[src/rtl/gts_pkg.sv]
package gts_pkg;

  // Partition 1 transfer kinds (encoding visible on p1_kind)
  typedef enum logic [1:0] {
    KIND_C_LOAD  = 2'd0,
    KIND_B_LOAD  = 2'd1,
    KIND_C_STORE = 2'd2
  } p1_kind_e;

  typedef enum logic [3:0] {
    S_IDLE,
    S_LAUNCH,
    S_LDC,
    S_WLDC,
    S_LDB,
    S_WLDB,
    S_MM,
    S_WMM,
    S_ST,
    S_WST,
    S_FIN
  } seq_state_e;

endpackage

[src/rtl/gts_loop.sv]
// Tile loop counters (i outer, j middle, k inner) with one-step lookahead.
module gts_loop #(
  parameter int DIM_W = 16,
  parameter int TLOG  = 5,
  localparam int TIDX_W = DIM_W - TLOG + 1
) (
  input  logic              clk,
  input  logic              rst_n,
  input  logic              load,
  input  logic [DIM_W-1:0]  dim_m,
  input  logic [DIM_W-1:0]  dim_n,
  input  logic [DIM_W-1:0]  dim_k,
  input  logic              step,
  output logic [TIDX_W-1:0] cur_i,
  output logic [TIDX_W-1:0] cur_j,
  output logic [TIDX_W-1:0] cur_k,
  output logic [TIDX_W-1:0] nx_i,
  output logic [TIDX_W-1:0] nx_k,
  output logic              last_k,
  output logic              has_next,
  output logic              any_zero
);

  localparam int TILE = 1 << TLOG;

  function automatic logic [TIDX_W-1:0] tiles_of(input logic [DIM_W-1:0] d);
    logic [DIM_W:0] sum;
    sum = {1'b0, d} + (DIM_W+1)'(TILE - 1);
    return TIDX_W'(sum >> TLOG);
  endfunction

  logic [TIDX_W-1:0] mt_q, nt_q, kt_q;
  logic [TIDX_W-1:0] i_q, j_q, k_q;
  logic [TIDX_W-1:0] i_d, j_d, k_d;
  logic              last_j, last_i;

  always_comb begin
    last_k   = (k_q == kt_q - TIDX_W'(1));
    last_j   = (j_q == nt_q - TIDX_W'(1));
    last_i   = (i_q == mt_q - TIDX_W'(1));
    has_next = !(last_k && last_j && last_i);
    any_zero = (mt_q == '0) || (nt_q == '0) || (kt_q == '0);
    nx_k     = last_k ? '0 : k_q + TIDX_W'(1);
    nx_i     = (last_k && last_j) ? i_q + TIDX_W'(1) : i_q;
    k_d      = nx_k;
    i_d      = nx_i;
    if (!last_k)     j_d = j_q;
    else if (last_j) j_d = '0;
    else             j_d = j_q + TIDX_W'(1);
  end

  always_ff @(posedge clk or negedge rst_n) begin
    if (!rst_n) begin
      mt_q <= '0;
      nt_q <= '0;
      kt_q <= '0;
      i_q  <= '0;
      j_q  <= '0;
      k_q  <= '0;
    end else if (load) begin
      mt_q <= tiles_of(dim_m);
      nt_q <= tiles_of(dim_n);
      kt_q <= tiles_of(dim_k);
      i_q  <= '0;
      j_q  <= '0;
      k_q  <= '0;
    end else if (step) begin
      i_q <= i_d;
      j_q <= j_d;
      k_q <= k_d;
    end
  end

  assign cur_i = i_q;
  assign cur_j = j_q;
  assign cur_k = k_q;

  // Loop indices stay inside the tile grid
  assert_idx_bound_R1: assert property (@(posedge clk) disable iff (!rst_n)
    (mt_q != '0 && nt_q != '0 && kt_q != '0) |-> (i_q < mt_q && j_q < nt_q && k_q < kt_q));

endmodule

[src/rtl/gts_desc.sv]
// Tile descriptor: byte address and clipped extents of one tile.
module gts_desc #(
  parameter int DIM_W  = 16,
  parameter int TLOG   = 5,
  parameter int ADDR_W = 32,
  localparam int TIDX_W = DIM_W - TLOG + 1,
  localparam int OFF_W  = 2 * DIM_W + 3
) (
  input  logic [ADDR_W-1:0] base,
  input  logic [TIDX_W-1:0] row_tile,
  input  logic [TIDX_W-1:0] col_tile,
  input  logic [DIM_W-1:0]  row_total,
  input  logic [DIM_W-1:0]  col_total,
  input  logic [DIM_W-1:0]  stride,
  output logic [ADDR_W-1:0] addr,
  output logic [TLOG:0]     rows,
  output logic [TLOG:0]     cols
);

  localparam logic [DIM_W:0] TILE_EXT = (DIM_W+1)'(1 << TLOG);

  logic [DIM_W:0]   row0, col0, row_rem, col_rem;
  logic [OFF_W-1:0] elem_off;

  always_comb begin
    row0     = {row_tile, {TLOG{1'b0}}};
    col0     = {col_tile, {TLOG{1'b0}}};
    row_rem  = {1'b0, row_total} - row0;
    col_rem  = {1'b0, col_total} - col0;
    rows     = (row_rem >= TILE_EXT) ? TILE_EXT[TLOG:0] : row_rem[TLOG:0];
    cols     = (col_rem >= TILE_EXT) ? TILE_EXT[TLOG:0] : col_rem[TLOG:0];
    elem_off = OFF_W'(row0) * OFF_W'(stride) + OFF_W'(col0);
    addr     = base + ADDR_W'({elem_off, 1'b0});
  end

endmodule

[src/rtl/gemm_tile_seq.sv]
module gemm_tile_seq
  import gts_pkg::*;
#(
  parameter int DIM_W  = 16,
  parameter int TLOG   = 5,
  parameter int ADDR_W = 32,
  localparam int TIDX_W = DIM_W - TLOG + 1
) (
  input  logic              clk,
  input  logic              rst_n,
  input  logic              start,
  input  logic [DIM_W-1:0]  dim_m,
  input  logic [DIM_W-1:0]  dim_n,
  input  logic [DIM_W-1:0]  dim_k,
  input  logic [ADDR_W-1:0] base_a,
  input  logic [ADDR_W-1:0] base_b,
  input  logic [ADDR_W-1:0] base_c,
  output logic              p0_req,
  output logic [ADDR_W-1:0] p0_addr,
  output logic [TIDX_W-1:0] p0_row_tile,
  output logic [TIDX_W-1:0] p0_col_tile,
  output logic [TLOG:0]     p0_rows,
  output logic [TLOG:0]     p0_cols,
  output logic              p0_slot,
  input  logic              p0_ack,
  output logic              p1_req,
  output logic [1:0]        p1_kind,
  output logic [ADDR_W-1:0] p1_addr,
  output logic [TIDX_W-1:0] p1_row_tile,
  output logic [TIDX_W-1:0] p1_col_tile,
  output logic [TLOG:0]     p1_rows,
  output logic [TLOG:0]     p1_cols,
  input  logic              p1_ack,
  output logic              mm_start,
  output logic              mm_a_slot,
  input  logic              mm_done,
  output logic              busy,
  output logic              done
);

  seq_state_e st_q, st_d;

  logic [DIM_W-1:0]  m_q, n_q, k_q;
  logic [ADDR_W-1:0] ba_q, bb_q, bc_q;
  logic              first_q, a_slot_q, swap_q;
  logic              p0_busy_q, p1_busy_q;
  logic              p0_busy_d, p1_busy_d;
  logic              accept, step, pf_need, in_mm;

  logic [TIDX_W-1:0] cur_i, cur_j, cur_k, nx_i, nx_k;
  logic              last_k, has_next, any_zero;

  logic [ADDR_W-1:0] b_addr, c_addr;
  logic [TLOG:0]     b_rows, b_cols, c_rows, c_cols;

  assign accept = (st_q == S_IDLE) && start;
  assign in_mm  = (st_q == S_MM);

  gts_loop #(.DIM_W(DIM_W), .TLOG(TLOG)) u_loop (
    .clk      (clk),
    .rst_n    (rst_n),
    .load     (accept),
    .dim_m    (dim_m),
    .dim_n    (dim_n),
    .dim_k    (dim_k),
    .step     (step),
    .cur_i    (cur_i),
    .cur_j    (cur_j),
    .cur_k    (cur_k),
    .nx_i     (nx_i),
    .nx_k     (nx_k),
    .last_k   (last_k),
    .has_next (has_next),
    .any_zero (any_zero)
  );

  // A operand: current step for the first fetch, next step while computing
  assign p0_row_tile = in_mm ? nx_i : cur_i;
  assign p0_col_tile = in_mm ? nx_k : cur_k;
  assign p0_slot     = in_mm ? ~a_slot_q : a_slot_q;
  assign pf_need     = has_next && ((nx_i != cur_i) || (nx_k != cur_k));

  gts_desc #(.DIM_W(DIM_W), .TLOG(TLOG), .ADDR_W(ADDR_W)) u_desc_a (
    .base      (ba_q),
    .row_tile  (p0_row_tile),
    .col_tile  (p0_col_tile),
    .row_total (m_q),
    .col_total (k_q),
    .stride    (k_q),
    .addr      (p0_addr),
    .rows      (p0_rows),
    .cols      (p0_cols)
  );

  gts_desc #(.DIM_W(DIM_W), .TLOG(TLOG), .ADDR_W(ADDR_W)) u_desc_b (
    .base      (bb_q),
    .row_tile  (cur_k),
    .col_tile  (cur_j),
    .row_total (k_q),
    .col_total (n_q),
    .stride    (n_q),
    .addr      (b_addr),
    .rows      (b_rows),
    .cols      (b_cols)
  );

  gts_desc #(.DIM_W(DIM_W), .TLOG(TLOG), .ADDR_W(ADDR_W)) u_desc_c (
    .base      (bc_q),
    .row_tile  (cur_i),
    .col_tile  (cur_j),
    .row_total (m_q),
    .col_total (n_q),
    .stride    (n_q),
    .addr      (c_addr),
    .rows      (c_rows),
    .cols      (c_cols)
  );

  // Next-state logic
  always_comb begin
    st_d = st_q;
    step = 1'b0;
    unique case (st_q)
      S_IDLE:   if (start) st_d = S_LAUNCH;
      S_LAUNCH: st_d = any_zero ? S_FIN : S_LDC;
      S_LDC:    st_d = S_WLDC;
      S_WLDC:   if (!p1_busy_q) st_d = S_LDB;
      S_LDB:    st_d = S_WLDB;
      S_WLDB:   if (!p1_busy_q && !p0_busy_q) st_d = S_MM;
      S_MM:     st_d = S_WMM;
      S_WMM: begin
        if (mm_done) begin
          if (last_k) begin
            st_d = S_ST;
          end else begin
            st_d = S_LDB;
            step = 1'b1;
          end
        end
      end
      S_ST:     st_d = S_WST;
      S_WST: begin
        if (!p1_busy_q) begin
          if (has_next) begin
            st_d = S_LDC;
            step = 1'b1;
          end else begin
            st_d = S_FIN;
          end
        end
      end
      S_FIN:    st_d = S_IDLE;
      default:  st_d = S_IDLE;
    endcase
  end

  // Request strobes and partition 1 descriptor mux
  always_comb begin
    p0_req = ((st_q == S_LDC) && first_q) || (in_mm && pf_need);
    p1_req = (st_q == S_LDC) || (st_q == S_LDB) || (st_q == S_ST);
    if (st_q == S_LDB) begin
      p1_kind     = KIND_B_LOAD;
      p1_addr     = b_addr;
      p1_row_tile = cur_k;
      p1_rows     = b_rows;
      p1_cols     = b_cols;
    end else begin
      p1_kind     = (st_q == S_ST) ? KIND_C_STORE : KIND_C_LOAD;
      p1_addr     = c_addr;
      p1_row_tile = cur_i;
      p1_rows     = c_rows;
      p1_cols     = c_cols;
    end
    p1_col_tile = cur_j;
    p0_busy_d   = p0_req ? 1'b1 : (p0_ack ? 1'b0 : p0_busy_q);
    p1_busy_d   = p1_req ? 1'b1 : (p1_ack ? 1'b0 : p1_busy_q);
  end

  // Registers
  always_ff @(posedge clk or negedge rst_n) begin
    if (!rst_n) begin
      st_q      <= S_IDLE;
      m_q       <= '0;
      n_q       <= '0;
      k_q       <= '0;
      ba_q      <= '0;
      bb_q      <= '0;
      bc_q      <= '0;
      first_q   <= 1'b0;
      a_slot_q  <= 1'b0;
      swap_q    <= 1'b0;
      p0_busy_q <= 1'b0;
      p1_busy_q <= 1'b0;
    end else begin
      st_q      <= st_d;
      p0_busy_q <= p0_busy_d;
      p1_busy_q <= p1_busy_d;
      if (accept) begin
        m_q      <= dim_m;
        n_q      <= dim_n;
        k_q      <= dim_k;
        ba_q     <= base_a;
        bb_q     <= base_b;
        bc_q     <= base_c;
        first_q  <= 1'b1;
        a_slot_q <= 1'b0;
      end else begin
        if (st_q == S_LDC) first_q <= 1'b0;
        if (step)          a_slot_q <= a_slot_q ^ swap_q;
      end
      if (in_mm) swap_q <= pf_need;
    end
  end

  assign mm_start  = in_mm;
  assign mm_a_slot = a_slot_q;
  assign busy      = (st_q != S_IDLE);
  assign done      = (st_q == S_FIN);

  // Partition 1 carries one transfer at a time
  assert_p1_single_R4: assert property (@(posedge clk) disable iff (!rst_n)
    p1_busy_q |-> !p1_req);

  // Compute starts only with every load acknowledged
  assert_operands_landed_R4: assert property (@(posedge clk) disable iff (!rst_n)
    mm_start |-> (!p0_busy_q && !p1_busy_q));

  // Store follows the final multiply completion by one cycle
  assert_store_after_mm_R8: assert property (@(posedge clk) disable iff (!rst_n)
    (p1_req && p1_kind == KIND_C_STORE) |-> $past(mm_done));

  // done is a single-cycle pulse
  assert_done_pulse_R9: assert property (@(posedge clk) disable iff (!rst_n)
    done |=> !done);

  // done never precedes the final acknowledge
  assert_done_after_ack_R9: assert property (@(posedge clk) disable iff (!rst_n)
    done |-> !p1_busy_q);

  // No traffic while idle
  assert_idle_quiet_R10: assert property (@(posedge clk) disable iff (!rst_n)
    !busy |-> !(p0_req || p1_req || mm_start));

endmodule

[config.mk]
export PLATFORM = sky130hd
export DESIGN_NAME = gemm_tile_seq
export DESIGN_NICKNAME = d
export VERILOG_FILES = /design/src/rtl/gts_pkg.sv /design/src/rtl/gts_loop.sv /design/src/rtl/gts_desc.sv /design/src/rtl/gemm_tile_seq.sv
export SDC_FILE = /design/constraint.sdc
export NUM_CORES = 2
export LEC_CHECK = 0
export BUFFER_PORTS_ARGS = -buffer_cell sky130_fd_sc_hd__buf_2
export CAP_MARGIN = 20
export CORE_MARGIN = 1.5
export CORE_UTILIZATION = 45
export DETAILED_ROUTE_END_ITERATION = 8
export GPL_ROUTABILITY_DRIVEN = 0
export PLACE_DENSITY = 0.65
export SYNTH_ARGS = -nofsm -noshare
export SYNTH_HDL_FRONTEND = slang
export SYNTH_SLANG_ARGS = --single-unit
[constraint.sdc]
create_clock -name clk -period 14.1 [get_ports clk]
set_clock_uncertainty 0.05 [all_clocks]
set_input_delay 2.82 -clock clk [delete_from_list [all_inputs] [get_ports clk]]
set_output_delay 2.82 -clock clk [all_outputs]
set_load 0.01 [all_outputs]
==> reports/results.ini <==
[logic_synthesis]
netlist_area_sq_mm = 0.0375
syn_inst = 4715
ys_ff_latch = 225
synth.distinct_cells = 89
synth_edf_count = 0
ys.flop_type = dfrtp_1
yosysMostFrequentCell = nand2_1
ys_warn_count = 0
syn_area_per_cell_sq_um = 7.96
synthTopCellsByCount = nand2_1, inv_1, fa_1
ys_seq_area_share_pct = 15.0
netlist.area_leader.share_pct = 22.8
syn_nets = 5638
synth_area_leaders = fa_1, dfrtp_1, ha_1
synth_top_area_cell = fa_1
synth-async-reset-ratio_pct = 100

[clock_tree]
cts.clk_slew.worst_paths_ns = 0.06
clk_latency_ns = 0.65
numCtsBuffers = 31
clock-sinks = 225
cts-root-buf = clkbuf_16
htreeDepth = 1
clk_path_buf_depth = 3
hold_buffers = 0
cts_tree = built

[placement]
placed_area_sq_mm = 0.0402
placedCellCount = 5951
numPortBuffers = 294
place_ws_ns = 0.489
hpwl_um = 86600

[cells_and_area]
nets = 5864
final_area_sq_mm = 0.0418
fillerInstances = 8051
synthToLayoutAreaGrowth_pct = 11.4
fin_cells = 6037
layout-drive-gt1-share_pct = 11.1
final_util_pct = 50.8

[detailed_routing]
ant_nets = 0
drc = 0
vias = 33200
via_per_inst = 5.50
avgRoutedWirePerCell_um = 18.4
wirelength_um = 111000
drtIter0Drc = 2394
dr.pass1.iters = 6

[die]
io_pins = 295
fp.coreArea_sq_mm = 0.0824
die_w_um = 292
std_cell_rows = 105
die_area_sq_mm = 0.0851
die_h_um = 292
start_util_pct = 45.6

[worst_setup_path]
crit_slowest_cell = or4_4
crit_arrival_ns = 10.81
end_kind = output port
slowest_delay_ns = 0.59
worst_setup_path_start_kind = flip-flop
critical_path.max_fanout = 7
crit_type = flip-flop to output port
cp.required_ns = 11.23
path_common_cell = fa_1

[timing]
layout_setup_ws_ns = 0.416
period_needed_ns = 13.68
slew_headroom_pct = 24.6
timing.setup.tns_ns = 0
hold_ws_ns = 0.422
max_freq_mhz = 73.1
finalMaxSlewViolations = 0
setup_violations = 0
period_share_pct = 97.0
worst_pin_slew_ns = 1.13
hold_viol = 0

[pwr]
power.density_mw_per_mm2 = 145
p_total_mw = 6.05
leakagePower_nw = 20.9
irDropWorstVdd_mv = 0.116

[grt]
grt_max_degree = 106
grt_pass1_wl_um = 177000
grt_usage_pct = 25.9
grt_antenna_before_repair = 2
grt_pass1_vias = 32500
overflow = 0

[flow_run]
cap_violations = 0

[worst_hold_path]
hold_path_class = flip-flop to flip-flop

[run_status]
status = finished clean

==> worst paths after layout <==
path | slack (ns) | endpoint | startpoint | cells after the start
max | 0.42 | p0_addr[31] | u_loop.nt_q[1] | 42
min | 0.42 | ba_q[3] | ba_q[3] | 2
max reg2reg | 9.31 | u_loop.cur_j[5] | u_loop.kt_q[1] | 11
min reg2reg | 0.42 | ba_q[3] | ba_q[3] | 2
max in group asynchronous | 10.41 | u_loop.kt_q[2] | rst_n | 2
min in group asynchronous | 2.14 | p1_busy_q | rst_n | 1
==> logic make-up (layout without fill, tap and decap cells) <==
group	Yosys count	count (layout)	share of synthesized area, %
flops	225	225	15.0
fa+ha+maj	773	773	34.3
simple gates	1815	1815	21.8
mux	11	11	0.297
other cells	0	2	0
xor+xnor	315	315	7.45
buf+inv	836	1086	8.49
compound gates	740	740	12.6
==> timing repair <==
action	in CTS	in global routing
gates resized for setup	10	61
pin swaps	4	30
setup endpoints to repair	1	7
buffers inserted	0	26
==> layout make-up <==
cell class	count	area (sq um)	area share [%]
Clock buffer	36	835	2.00
Timing Repair Buffer	408	2370	5.68
Tap cell	1070	1340	3.20
Clock inverter	21	265	0.634
Multi-Input combinational cell	3654	29000	69.4
Inverter	621	2330	5.58
Sequential cell	225	5640	13.5
Antenna cell	2	5.00	0.0120
==> flip-flops by register name, summed over array words and instances, names as in the netlist <==
register and cells:
swap_q 1, u_loop.cur_i 12, st_q 4, u_loop.nt_q 12, bc_q 32, k_q 16
p1_busy_q 1, ba_q 32, u_loop.cur_k 12, u_loop.cur_j 12, u_loop.mt_q 12, bb_q 32
p0_busy_q 1, mm_a_slot 1, n_q 16, u_loop.kt_q 12, m_q 16, first_q 1
==> report_power, final <==
part	internal [mW]	switching (mW)	leakage (nW)
sequential	0.914	0.433	2.86
combinational	1.53	2.31	17.5
clock	0.502	0.353	0.534
==> worst max-delay path: cells and delay by family (launching register included) <==
family	cells	cell delay [ns]
adders and majority gates	8	3.50
AOI/OAI and AO/OA	12	2.40
and+or+nand+nor	11	2.13
xor gates and xnor gates	4	0.89
buffers and inverters	7	0.81
DFF	1	0.44
==> routing by layer <==
metal  vias up  track usage, %  part of all wire [%]
met4         0            7.61                   3.2
li1      15700               -                     -
met1     16300            35.0                    44
met5         -               0                     0
met3       165            4.08                   6.8
met2      1095            42.7                    46
==> cells in the final DEF (no fill, tap or decap), types with 11 or more instances in the layout <==
master / instances
nand2_1: 1070
inv_1: 618
fa_1: 427
ha_1: 341
buf_2: 294
o21ai_0: 223
dfrtp_1: 219
xnor2_1: 208
nor2_1: 178
and2_1: 174
a21oi_1: 148
buf_4: 104
xor2_1: 98
nand3_1: 84
nor3_1: 70
a21o_1: 61
o21a_1: 39
nand2b_1: 37
nor2b_1: 31
and3_1: 31
clkbuf_16: 31
a211oi_1: 30
o21bai_1: 28
a31oi_1: 27
o31ai_1: 24
a21boi_0: 24
nand4_1: 21
nor4_1: 20
o211ai_1: 14
or3_1: 14
o2111ai_1: 13
or4_1: 11
Power figures use the tool's default switching activity.
